===== config.mk =====
export PLATFORM = sky130hd
export DESIGN_NAME = bank_window_decoder
export DESIGN_NICKNAME = d
export VERILOG_FILES = /design/src/rtl/bank_window_decoder.sv
export SDC_FILE = /design/constraint.sdc
export NUM_CORES = 1
export LEC_CHECK = 0
export BUFFER_PORTS_ARGS = -buffer_cell sky130_fd_sc_hd__buf_2
export CORE_MARGIN = 5
export CORE_UTILIZATION = 61
export CTS_BUF_LIST = sky130_fd_sc_hd__clkbuf_4 sky130_fd_sc_hd__clkbuf_8 sky130_fd_sc_hd__clkbuf_16
export DETAILED_ROUTE_END_ITERATION = 16
export PLACE_DENSITY = 0.89
export REMOVE_ABC_BUFFERS = 1
export SLEW_MARGIN = 20
export SYNTH_ARGS = -nofsm -noshare
export SYNTH_HDL_FRONTEND = slang
export SYNTH_SLANG_ARGS = --single-unit

===== constraint.sdc =====
create_clock -name clk -period 3.37 [get_ports clk]
set_clock_uncertainty 0.1 [all_clocks]
set_input_delay 0 -clock clk [delete_from_list [all_inputs] [get_ports clk]]
set_output_delay 0 -clock clk [all_outputs]
set_load 0.01 [all_outputs]

===== src/rtl/bank_window_decoder.sv =====
module bank_window_decoder #(
  parameter int NREG = 32,
  parameter int PAGE = 8,
  parameter int MAW  = 15
) (
  input  logic           clk,
  input  logic           rst_n,
  input  logic [5:0]     host_addr,
  input  logic           host_wr,
  input  logic           host_rd,
  input  logic [7:0]     host_wdata,
  output logic [7:0]     host_rdata,
  output logic           mem_req,
  output logic           mem_we,
  output logic [MAW-1:0] mem_addr,
  output logic [31:0]    mem_wdata,
  input  logic [31:0]    mem_rdata
);
  localparam int IW    = $clog2(NREG);
  localparam int PW    = $clog2(PAGE);
  localparam int HIW   = MAW - 8;
  localparam int FLAT_END = 8 + NREG;

  logic [7:0]     cfg_q, lo_q;
  logic [2:0]     sel_q;
  logic [HIW-1:0] hi_q;
  logic [7:0]     dp_q [4];
  logic [7:0]     rf_q [NREG];
  logic [7:0]     sys_byte, rd_byte, rd_byte_q;
  logic           rd_mem_q;

  wire flat    = sel_q[2];
  wire is_sys  = host_addr < 6'd8;
  wire in_page = !flat && (host_addr >= 6'd8) && (host_addr < 6'(8 + PAGE));
  wire in_flat = flat && (host_addr >= 6'd8) && (32'(host_addr) < FLAT_END);
  wire rf_hit  = in_page || in_flat;
  wire [IW-1:0] rf_idx = flat ? IW'(host_addr - 6'd8)
                              : IW'({sel_q[1:0], host_addr[PW-1:0]});

  always_comb begin
    case (host_addr[2:0])
      3'd0: sys_byte = cfg_q;
      3'd1: sys_byte = {5'd0, sel_q};
      3'd2: sys_byte = lo_q;
      3'd3: sys_byte = 8'(hi_q);
      default: sys_byte = dp_q[host_addr[1:0]];
    endcase
  end

  assign rd_byte = is_sys ? sys_byte : (rf_hit ? rf_q[rf_idx] : 8'h00);

  assign mem_req   = (host_wr && host_addr == 6'd7) || (host_rd && host_addr == 6'd4);
  assign mem_we    = host_wr;
  assign mem_addr  = {hi_q, lo_q};
  assign mem_wdata = {host_wdata, dp_q[2], dp_q[1], dp_q[0]};
  assign host_rdata = rd_mem_q ? mem_rdata[7:0] : rd_byte_q;

  always_ff @(posedge clk) begin
    if (!rst_n) begin
      cfg_q     <= '0;
      sel_q     <= '0;
      lo_q      <= '0;
      hi_q      <= '0;
      rd_byte_q <= '0;
      rd_mem_q  <= 1'b0;
      for (int i = 0; i < 4; i++) dp_q[i] <= '0;
      for (int i = 0; i < NREG; i++) rf_q[i] <= '0;
    end else begin
      rd_mem_q <= host_rd && host_addr == 6'd4;
      if (host_rd) rd_byte_q <= rd_byte;
      if (rd_mem_q)
        for (int i = 0; i < 4; i++) dp_q[i] <= mem_rdata[8*i +: 8];
      if (host_wr) begin
        if (is_sys) begin
          case (host_addr[2:0])
            3'd0: cfg_q <= host_wdata;
            3'd1: sel_q <= host_wdata[2:0];
            3'd2: lo_q  <= host_wdata;
            3'd3: hi_q  <= host_wdata[HIW-1:0];
            default: dp_q[host_addr[1:0]] <= host_wdata;
          endcase
        end else if (rf_hit) begin
          rf_q[rf_idx] <= host_wdata;
        end
      end
    end
  end

  // input rule behind every check below
  one_strobe_chk: assert property (@(posedge clk) disable iff (!rst_n)
    !(host_rd && host_wr));


  sel_upper_zero_chk: assert property (@(posedge clk) disable iff (!rst_n)
    host_rd && host_addr == 6'd1 |=> host_rdata[7:3] == 5'd0);


  addr_bit7_zero_chk: assert property (@(posedge clk) disable iff (!rst_n)
    host_rd && host_addr == 6'd3 |=> host_rdata[7] == 1'b0);


  paged_hole_chk: assert property (@(posedge clk) disable iff (!rst_n)
    host_rd && !sel_q[2] && host_addr >= 6'h10 |=> host_rdata == 8'h00);


  flat_hole_chk: assert property (@(posedge clk) disable iff (!rst_n)
    host_rd && sel_q[2] && host_addr >= 6'h28 |=> host_rdata == 8'h00);


  mem_read_return_chk: assert property (@(posedge clk) disable iff (!rst_n)
    mem_req && !mem_we |=> host_rdata == mem_rdata[7:0]);


  write_addr_stable_chk: assert property (@(posedge clk) disable iff (!rst_n)
    mem_req && mem_we |=> $stable(mem_addr));
endmodule


Word-level counts from Yosys, hierarchy flattened
Memories as Yosys holds them, arrays and structs flattened.
Index checks and enable logic that the tools add are counted.
- equality and inequality tests: 5
- muxes and demuxes: 26
- $lt $le $gt $ge: 4
- add/subtract/negate cells: 1
- bitwise logic cells: 4
- reduce and logical (&&, ||, !) cells: 16
- operators with widths (cell ; count):
    two-way mux 8 bit ; 8
    one-hot mux 8 bit (4 select lines) ; 1
    two-way mux 1 bit ; 15
    == test 6 x 3 -> 1 bit (second input constant) ; 2
    AND reduction 3 bit ; 4
    two-way mux 5 bit ; 2
    OR reduction 8 bit ; 1
    == test 3 x 2 -> 1 bit (second input constant) ; 2
    >= comparator 6 x 4 -> 1 bit (second input constant) ; 1
    logical AND 1 bit ; 6
    < comparator 6 x 4 -> 1 bit (second input constant) ; 1
    < comparator 6 x 5 -> 1 bit (second input constant) ; 1
    < comparator 6 bit (second input constant) ; 1
    subtractor 5 x 4 -> 5 bit (second input constant) ; 1
    OR 1 bit ; 4
    OR reduction 4 bit ; 1
    == test 3 x 1 -> 1 bit (second input constant) ; 1
    zero test 3 bit ; 1
    logical OR 1 bit ; 2
    zero test 1 bit ; 1
- register bits after elaboration: 35
- bits in writable memories: 288
- memories: 2
- input bits: 50
- output and inout port bits: 57
- memories (name ; words ; width ; read ports ; clocked after memory_dff ; wr ports ; line ; RTL):
    rf_q ; 32 ; 8 ; 1 ; 0 ; 32 ; 28 ; logic [7:0] rf_q [NREG];
    dp_q ; 4 ; 8 ; 4 ; 0 ; 5 ; 27 ; logic [7:0] dp_q [4];

Longest topological paths before layout
Gate-level depths: netlist of the first run.
- depth in word-level cells: 11
- gate-level depth with buffers: 9
- depth with buffers taken out: 7

Least setup slack after synthesis of the first run
No wires, ideal clock.
- path type: register to register
- from: register sel_q[1]
- to: memory rf_q[20][0], enable pin
- path slack: 969 ps
- arrival time: 1917 ps
- setup time: 384 ps
- stages on the path, launching flop included: 5
- clock period less this slack: 2401 ps
- buffers on the path: 1
- path through: dfxtp_1 -> or3b_2 -> a21bo_1 -> clkbuf_1 -> o21ai_0
- RTL lines (element ; line ; RTL):
    start, declared ; 25 ; logic [2:0] sel_q;
    start signal, assigned ; 77 ; 3'd1: sel_q <= host_wdata[2:0];
    end, declared ; 28 ;

Final worst setup path of the first run
- from: register sel_q[2]
- to: register rd_byte_q[7]
- cells in the longest elaborated chain, start to end: 6
- elaborated cells on any way between the ends: 10
- RTL lines (element ; line ; RTL):
    branches (longest 4 deep; another with memory (32 x 8 bit)) ; n/a ;
    two-way mux 8 bit * (2 in a row) ; 50 ; assign rd_byte = is_sys ? sys_byte : (rf_hit ? rf_q[rf_idx] : 8'h00);
    end signal, assigned ; 70 ; if (host_rd) rd_byte_q <= rd_byte;
    end, declared ; 29 ; logic [7:0] sys_byte, rd_byte, rd_byte_q;
Every way passes the cells marked *.
A chain may end at the register's enable or synchronous reset.

==> results of run 1 <==
[where the power goes]
group          leakage (nW)  switching, W  internal, W
sequential             3.22     0.0000597      0.00448
clock                 0.476       0.00145      0.00184
combinational          2.77      0.000378     0.000255
total                  6.46       0.00189      0.00658
[cell usage in the layout (no fill, tap or decap), drive strengths merged, types with 7 or more instances in the layout]
cell type and count:
edfxtp 288, and2 262, buf 156, nand2 79, mux4 68, o21ai 67
nor2 43, dlygate4sd3 38, o22ai 37, clkbuf 37, dfxtp 35, mux2i 29
nand3 22, a21boi 19, nor2b 16, clkinv 15, mux2 9, a22o 8
o211ai 7, inv 7
[per-stage QoR]
| stage | power, W | cells |
|---|---|---|
| 6_report | 0.00847 | 1627 |
| 3_5_place_dp | 0.00520 | 1534 |
| 4_1_cts | 0.00845 | 1627 |
| 2_1_floorplan | 0.00485 | 1048 |
| 5_1_grt | 0.00868 | 1627 |
| 3_3_place_gp | 0.00518 | 1534 |
[worst max-delay path, delay by kind of cell (launching register included)]
kind | cells | cell delay (ns)
simple gates | 1 | 0.52
compound gates | 4 | 1.14
buf+inv | 1 | 0.58
flops | 1 | 0.42
[final timing paths]
kind	to	startpoint	cells after the start	slack [ns]
max	rd_byte_q[7]	sel_q[2]	6	0.49
min	lo_q[2]	host_wdata[2]	3	0.03
max reg2reg	rd_byte_q[7]	sel_q[2]	6	0.49
min reg2reg	lo_q[5]	lo_q[5]	2	0.38
[cell usage after synthesis, types with 2 or more instances]
library cell,number
a21o_1,4
a21oi_1,3
buf_2,16
o311ai_0,3
o2111a_1,3
nor2b_1,16
and2_1,261
a21bo_1,3
nor3_1,5
a211oi_1,2
clkbuf_1,66
nand2_1,79
nand3_1,22
a21boi_0,19
o211ai_1,7
dfxtp_1,35
o21ai_0,66
a22o_1,8
inv_1,7
o22ai_1,37
edfxtp_1,288
buf_4,13
mux2_2,9
mux4_2,68
nand3b_1,3
o21a_1,2
nor3b_1,3
nor2_1,43
mux2i_1,29
a31o_2,3
buf_6,3
nand2b_1,5
o2bb2ai_1,4
[metal layers]
layer / part of all wire [%] / up-vias
li1: - / 4466
met1: 35 / 5175
met2: 48 / 893
met3: 12 / 186
met4: 5.8 / 2
met5: 0.031 / -
[state kept, by name, indices dropped and copies added (netlist names)]
signal,cells
cfg_q,8
dp_q,32
hi_q,7
lo_q,8
rd_byte_q,8
rd_mem_q,1
rf_q,256
sel_q,3
[kinds of logic after synthesis]
kind of cell	count (synthesis)	share of synthesized area (%)
simple gates	444	16.0
flops	323	61.1
compound gates	167	7.03
buf+inv	106	3.20
mux	106	12.6
fa+ha+maj	1	0.0818
[what timing repair did]
action | in CTS | in global routing
hold endpoints to repair | 43 | 0
hold buffers | 38 | 0
resized for setup | 0 | 0
[area by class of cell]
class	instances	area [um2]	share of cell area, %
Inverter	7	26.3	0.150
Sequential cell	323	9350	53.4
Tap cell	330	413	2.36
Clock buffer	37	803	4.59
Clock inverter	18	145	0.829
Multi-Input combinational cell	718	5460	31.2
Timing Repair Buffer	194	1300	7.45
==> flow_summary.ini, run 1 <==
[run_status]
status = finished, final reports clean

[yosys]
synth-edff-count = 288
ys_ff_latch = 323
yosys.area.top_type = edfxtp_1
netlist_area_mm2 = 0.0153
yosysWarnings = 0
synthArstFlopShare_pct = 0
ys_types = 45
seq_area_frac_synth_pct = 61.1
syn_avg_cell_area_um2 = 13.3
synthFlopType = edfxtp_1
synth_top_area_share_pct = 56.5
syn-instance-count = 1147
synth.area.top_cells = edfxtp_1 57%, and2_1 11%, mux4_2 10%

[placed_design]
io_buffers = 106
dp_hpwl_um = 25700
placed_area_mm2 = 0.0162
dp_slack_ns = 0.641
routabilityCongestion = 0.878

[global_routing]
gr-total-overflow = 0
grt_usage_pct = 29.3
grt_max_degree = 71
grt_pass1_wl_um = 64000
busiest_layer = met2
grt_use_met1_pct = 39.2
grt_pass1_vias = 10800
gr-usage-met3_pct = 5.12
grtUsageMet2_pct = 47.1
antenna_found_initial = 1

[clock_network]
numCtsBuffers = 30
clock-sinks = 323
cts_root_buffer = clkbuf_16
clock_latency_ns = 0.56
htree_levels = 1
postCtsSetupBuffers = 0
cts.path.max_buffers = 3
clk_pin_slew_worst_paths_ns = 0.07
cts_tree = done

[timing]
whs_ns = 0.0307
maxSlewHeadroom_pct = 23.7
finalHoldViolations = 0
fin_crit_ns = 2.88
setup_viol_count_final = 0
fin_ws_ns = 0.491
tightest_slew_ns = 1.13
max_clock_freq_mhz = 347
drv_slew = 0
rsz0062_at_grt = false
fin_setup_tns_ns = 0
period_share_pct = 85.4

[floorplan]
core_mm2 = 0.0250
rows = 58
die_w_um = 168
die_h_um = 168
initial_core_util_pct = 61.3
die_area_mm2 = 0.0284
io_pins = 107

[detailed_routing]
wl_per_cell_um = 25.6
route.detailed.drc = 0
viasPerCell = 6.59
vias = 10700
drtPass1Iterations = 5
wl_um = 41600
ant_nets = 0
drt_iter0_drc = 1872

[power]
p_leak_nw = 6.46
power_density_mw_per_mm2 = 484
peakVddDrop_mv = 0.473

[final_layout]
final_core_util_pct = 70.1
area_growth_pct = 14.4
layout-drive-gt1-share_pct = 22.1
nets = 1325
fillers = 1566
final_cell_area_mm2 = 0.0175
antenna_cells = 0

[worst_setup_path]
arrival_ns = 3.24
startpoint_type = flop
cp-end-kind = flop
path_class = reg2reg
crit_chain = or3b_2 > a21bo_1 > o22ai_1 > a211oi_1 > dlygate4sd3_1 > a21o_1
slowest_delay_ns = 0.58
critPathSlowestCell = dlygate4sd3_1
crit_fanout = 16
required_ns = 3.73

[flow_run]
drv_cap = 0

[hold_path]
hold_class = in2reg
Note: power is estimated with default switching activity, not from simulation.
==> run 2, diff against run 1 <==
Settings changed: CORE_ASPECT_RATIO set to 1.2, CORE_UTILIZATION 61 to 60, PLACE_DENSITY 0.89 to 0.88, RECOVER_POWER set to 100.
==> flow_summary.ini, run 2 (synthesis gave the netlist of run 1 again) <==
[run_status]
status = complete, but fails checks
violations = max-capacitance violations, max-slew violations

[final_layout]
max_flop_register = rf_q
area_growth_pct = 13.3
nets = 1326
layout-drive-gt1-share_pct = 14.7
final_cell_area_mm2 = 0.0173
largest_reg_flops = 256
mostFrequentLayoutCells = 288 x edfxtp_1, 193 x and2_0, 92 x clkbuf_1
layout_commonest_cell = edfxtp_1
fillers = 1647
largest_registers = rf_q x256, dp_q x32

[detailed_routing]
drtPass1Iterations = 7
vias = 10600
viasPerCell = 6.49
wl_um = 41200
drt_iter0_drc = 1335
route.detailed.drc = 0
wl_per_cell_um = 25.3
ant_nets = 0

[worst_setup_path]
crit_fanout = 12
required_ns = 3.72
cp-end-kind = flop
arrival_ns = 3.54
startpoint_type = flop
path_class = reg2reg

[clock_network]
cts.path.max_buffers = 3
clock-sinks = 323
cts_tree = done
clk_pin_slew_worst_paths_ns = 0.07
cts_root_buffer = clkbuf_16
htree_levels = 1
numCtsBuffers = 29
clock_latency_ns = 0.56
postCtsSetupBuffers = 0

[timing]
finalHoldViolations = 0
setup_viol_count_final = 0
fin_crit_ns = 3.19
maxSlewHeadroom_pct = -59.5
max_clock_freq_mhz = 313
drv_slew = 330
rsz0062_at_grt = false
tightest_slew_ns = 2.39
period_share_pct = 94.7
fin_setup_tns_ns = 0
whs_ns = 0.0623
fin_ws_ns = 0.177

[floorplan]
die_h_um = 185
initial_core_util_pct = 60.5
io_pins = 107
rows = 64
die_w_um = 156
die_area_mm2 = 0.0288
core_mm2 = 0.0253

[global_routing]
grt_pass1_wl_um = 62900
grt_pass1_vias = 10800
antenna_found_initial = 0
grt_max_degree = 68
grt_usage_pct = 28.6
gr-total-overflow = 0

[placed_design]
routabilityCongestion = 0.890
dp_slack_ns = 0.547
io_buffers = 106
dp_hpwl_um = 25300
placed_area_mm2 = 0.0162

[power]
pwr-share-comb_pct = 7.2
peakVddDrop_mv = 0.349
pwr-share-clk_pct = 39.5
p_switching_w = 0.00187
p_leak_nw = 5.95
internal_power_w = 0.00664
power_frac_seq_pct = 53.3
switching_share_pct = 21.9
power_density_mw_per_mm2 = 491

[hold_path]
hold_class = in2reg

[flow_run]
drv_cap = 8
run 2: per-layer routing:
metal	global-route usage (%)	vias to the layer above	part of all wire, %
li1	-	4459	-
met3	4.86	174	10
met5	0	-	0
met1	34.8	5144	34
met4	14.8	0	5.8
met2	49.3	795	50
run 2: path summary, 6_finish.rpt:
path | depth (start not counted) | start | end | slack (ns)
min | 3 | rst_n | hi_q[0] | 0.06
max reg2reg | 7 | sel_q[2] | rd_byte_q[7] | 0.18
max | 7 | sel_q[2] | rd_byte_q[7] | 0.18
min reg2reg | 2 | cfg_q[6] | cfg_q[6] | 0.37
run 2: cell type report:
class                           count  area, um2  area share, %
Multi-Input combinational cell    718       5470           31.5
Timing Repair Buffer              196       1120           6.44
Inverter                            7       26.3          0.152
Sequential cell                   323       9350           53.9
Antenna cell                        1       2.50         0.0144
Clock inverter                     19        200           1.15
Clock buffer                       34        763           4.40
Tap cell                          330        413           2.38
run 2: critical path, stage by stage, from the launching register on:
cell and delay (ns):
dfxtp_1 0.41, or3b_2 0.52, a21bo_1 0.37, o22ai_2 0.33, a211oi_1 0.06, dlygate4sd3_1 0.57
a21o_1 0.17, dlygate4sd3_1 0.54
run 2: stage by stage:
step                      util (%)  total power, W  std cells
after floorplan                  -         0.00485       1048
after global placement        63.9         0.00517       1532
after detailed placement      63.9         0.00519       1532
after CTS                     69.3         0.00851       1626
after global routing          68.5         0.00872       1627
final                         68.5         0.00851       1628
run 2: repair_timing:
action                     4_1_cts  5_1_grt
resized for setup                0        1
hold endpoints to repair        52        0
setup endpoints to repair        0        1
hold buffers                    41        0
run 2: power groups by stage:
stage / logic (W) / clock network, W / registers, W
finish: 0.000610 / 0.00336 / 0.00454
global route: 0.000641 / 0.00354 / 0.00454
CTS: 0.000612 / 0.00336 / 0.00453
detailed placement: 0.000573 / 0 / 0.00462
global placement: 0.000560 / 0 / 0.00461
floorplan: 0.000259 / 0 / 0.00459
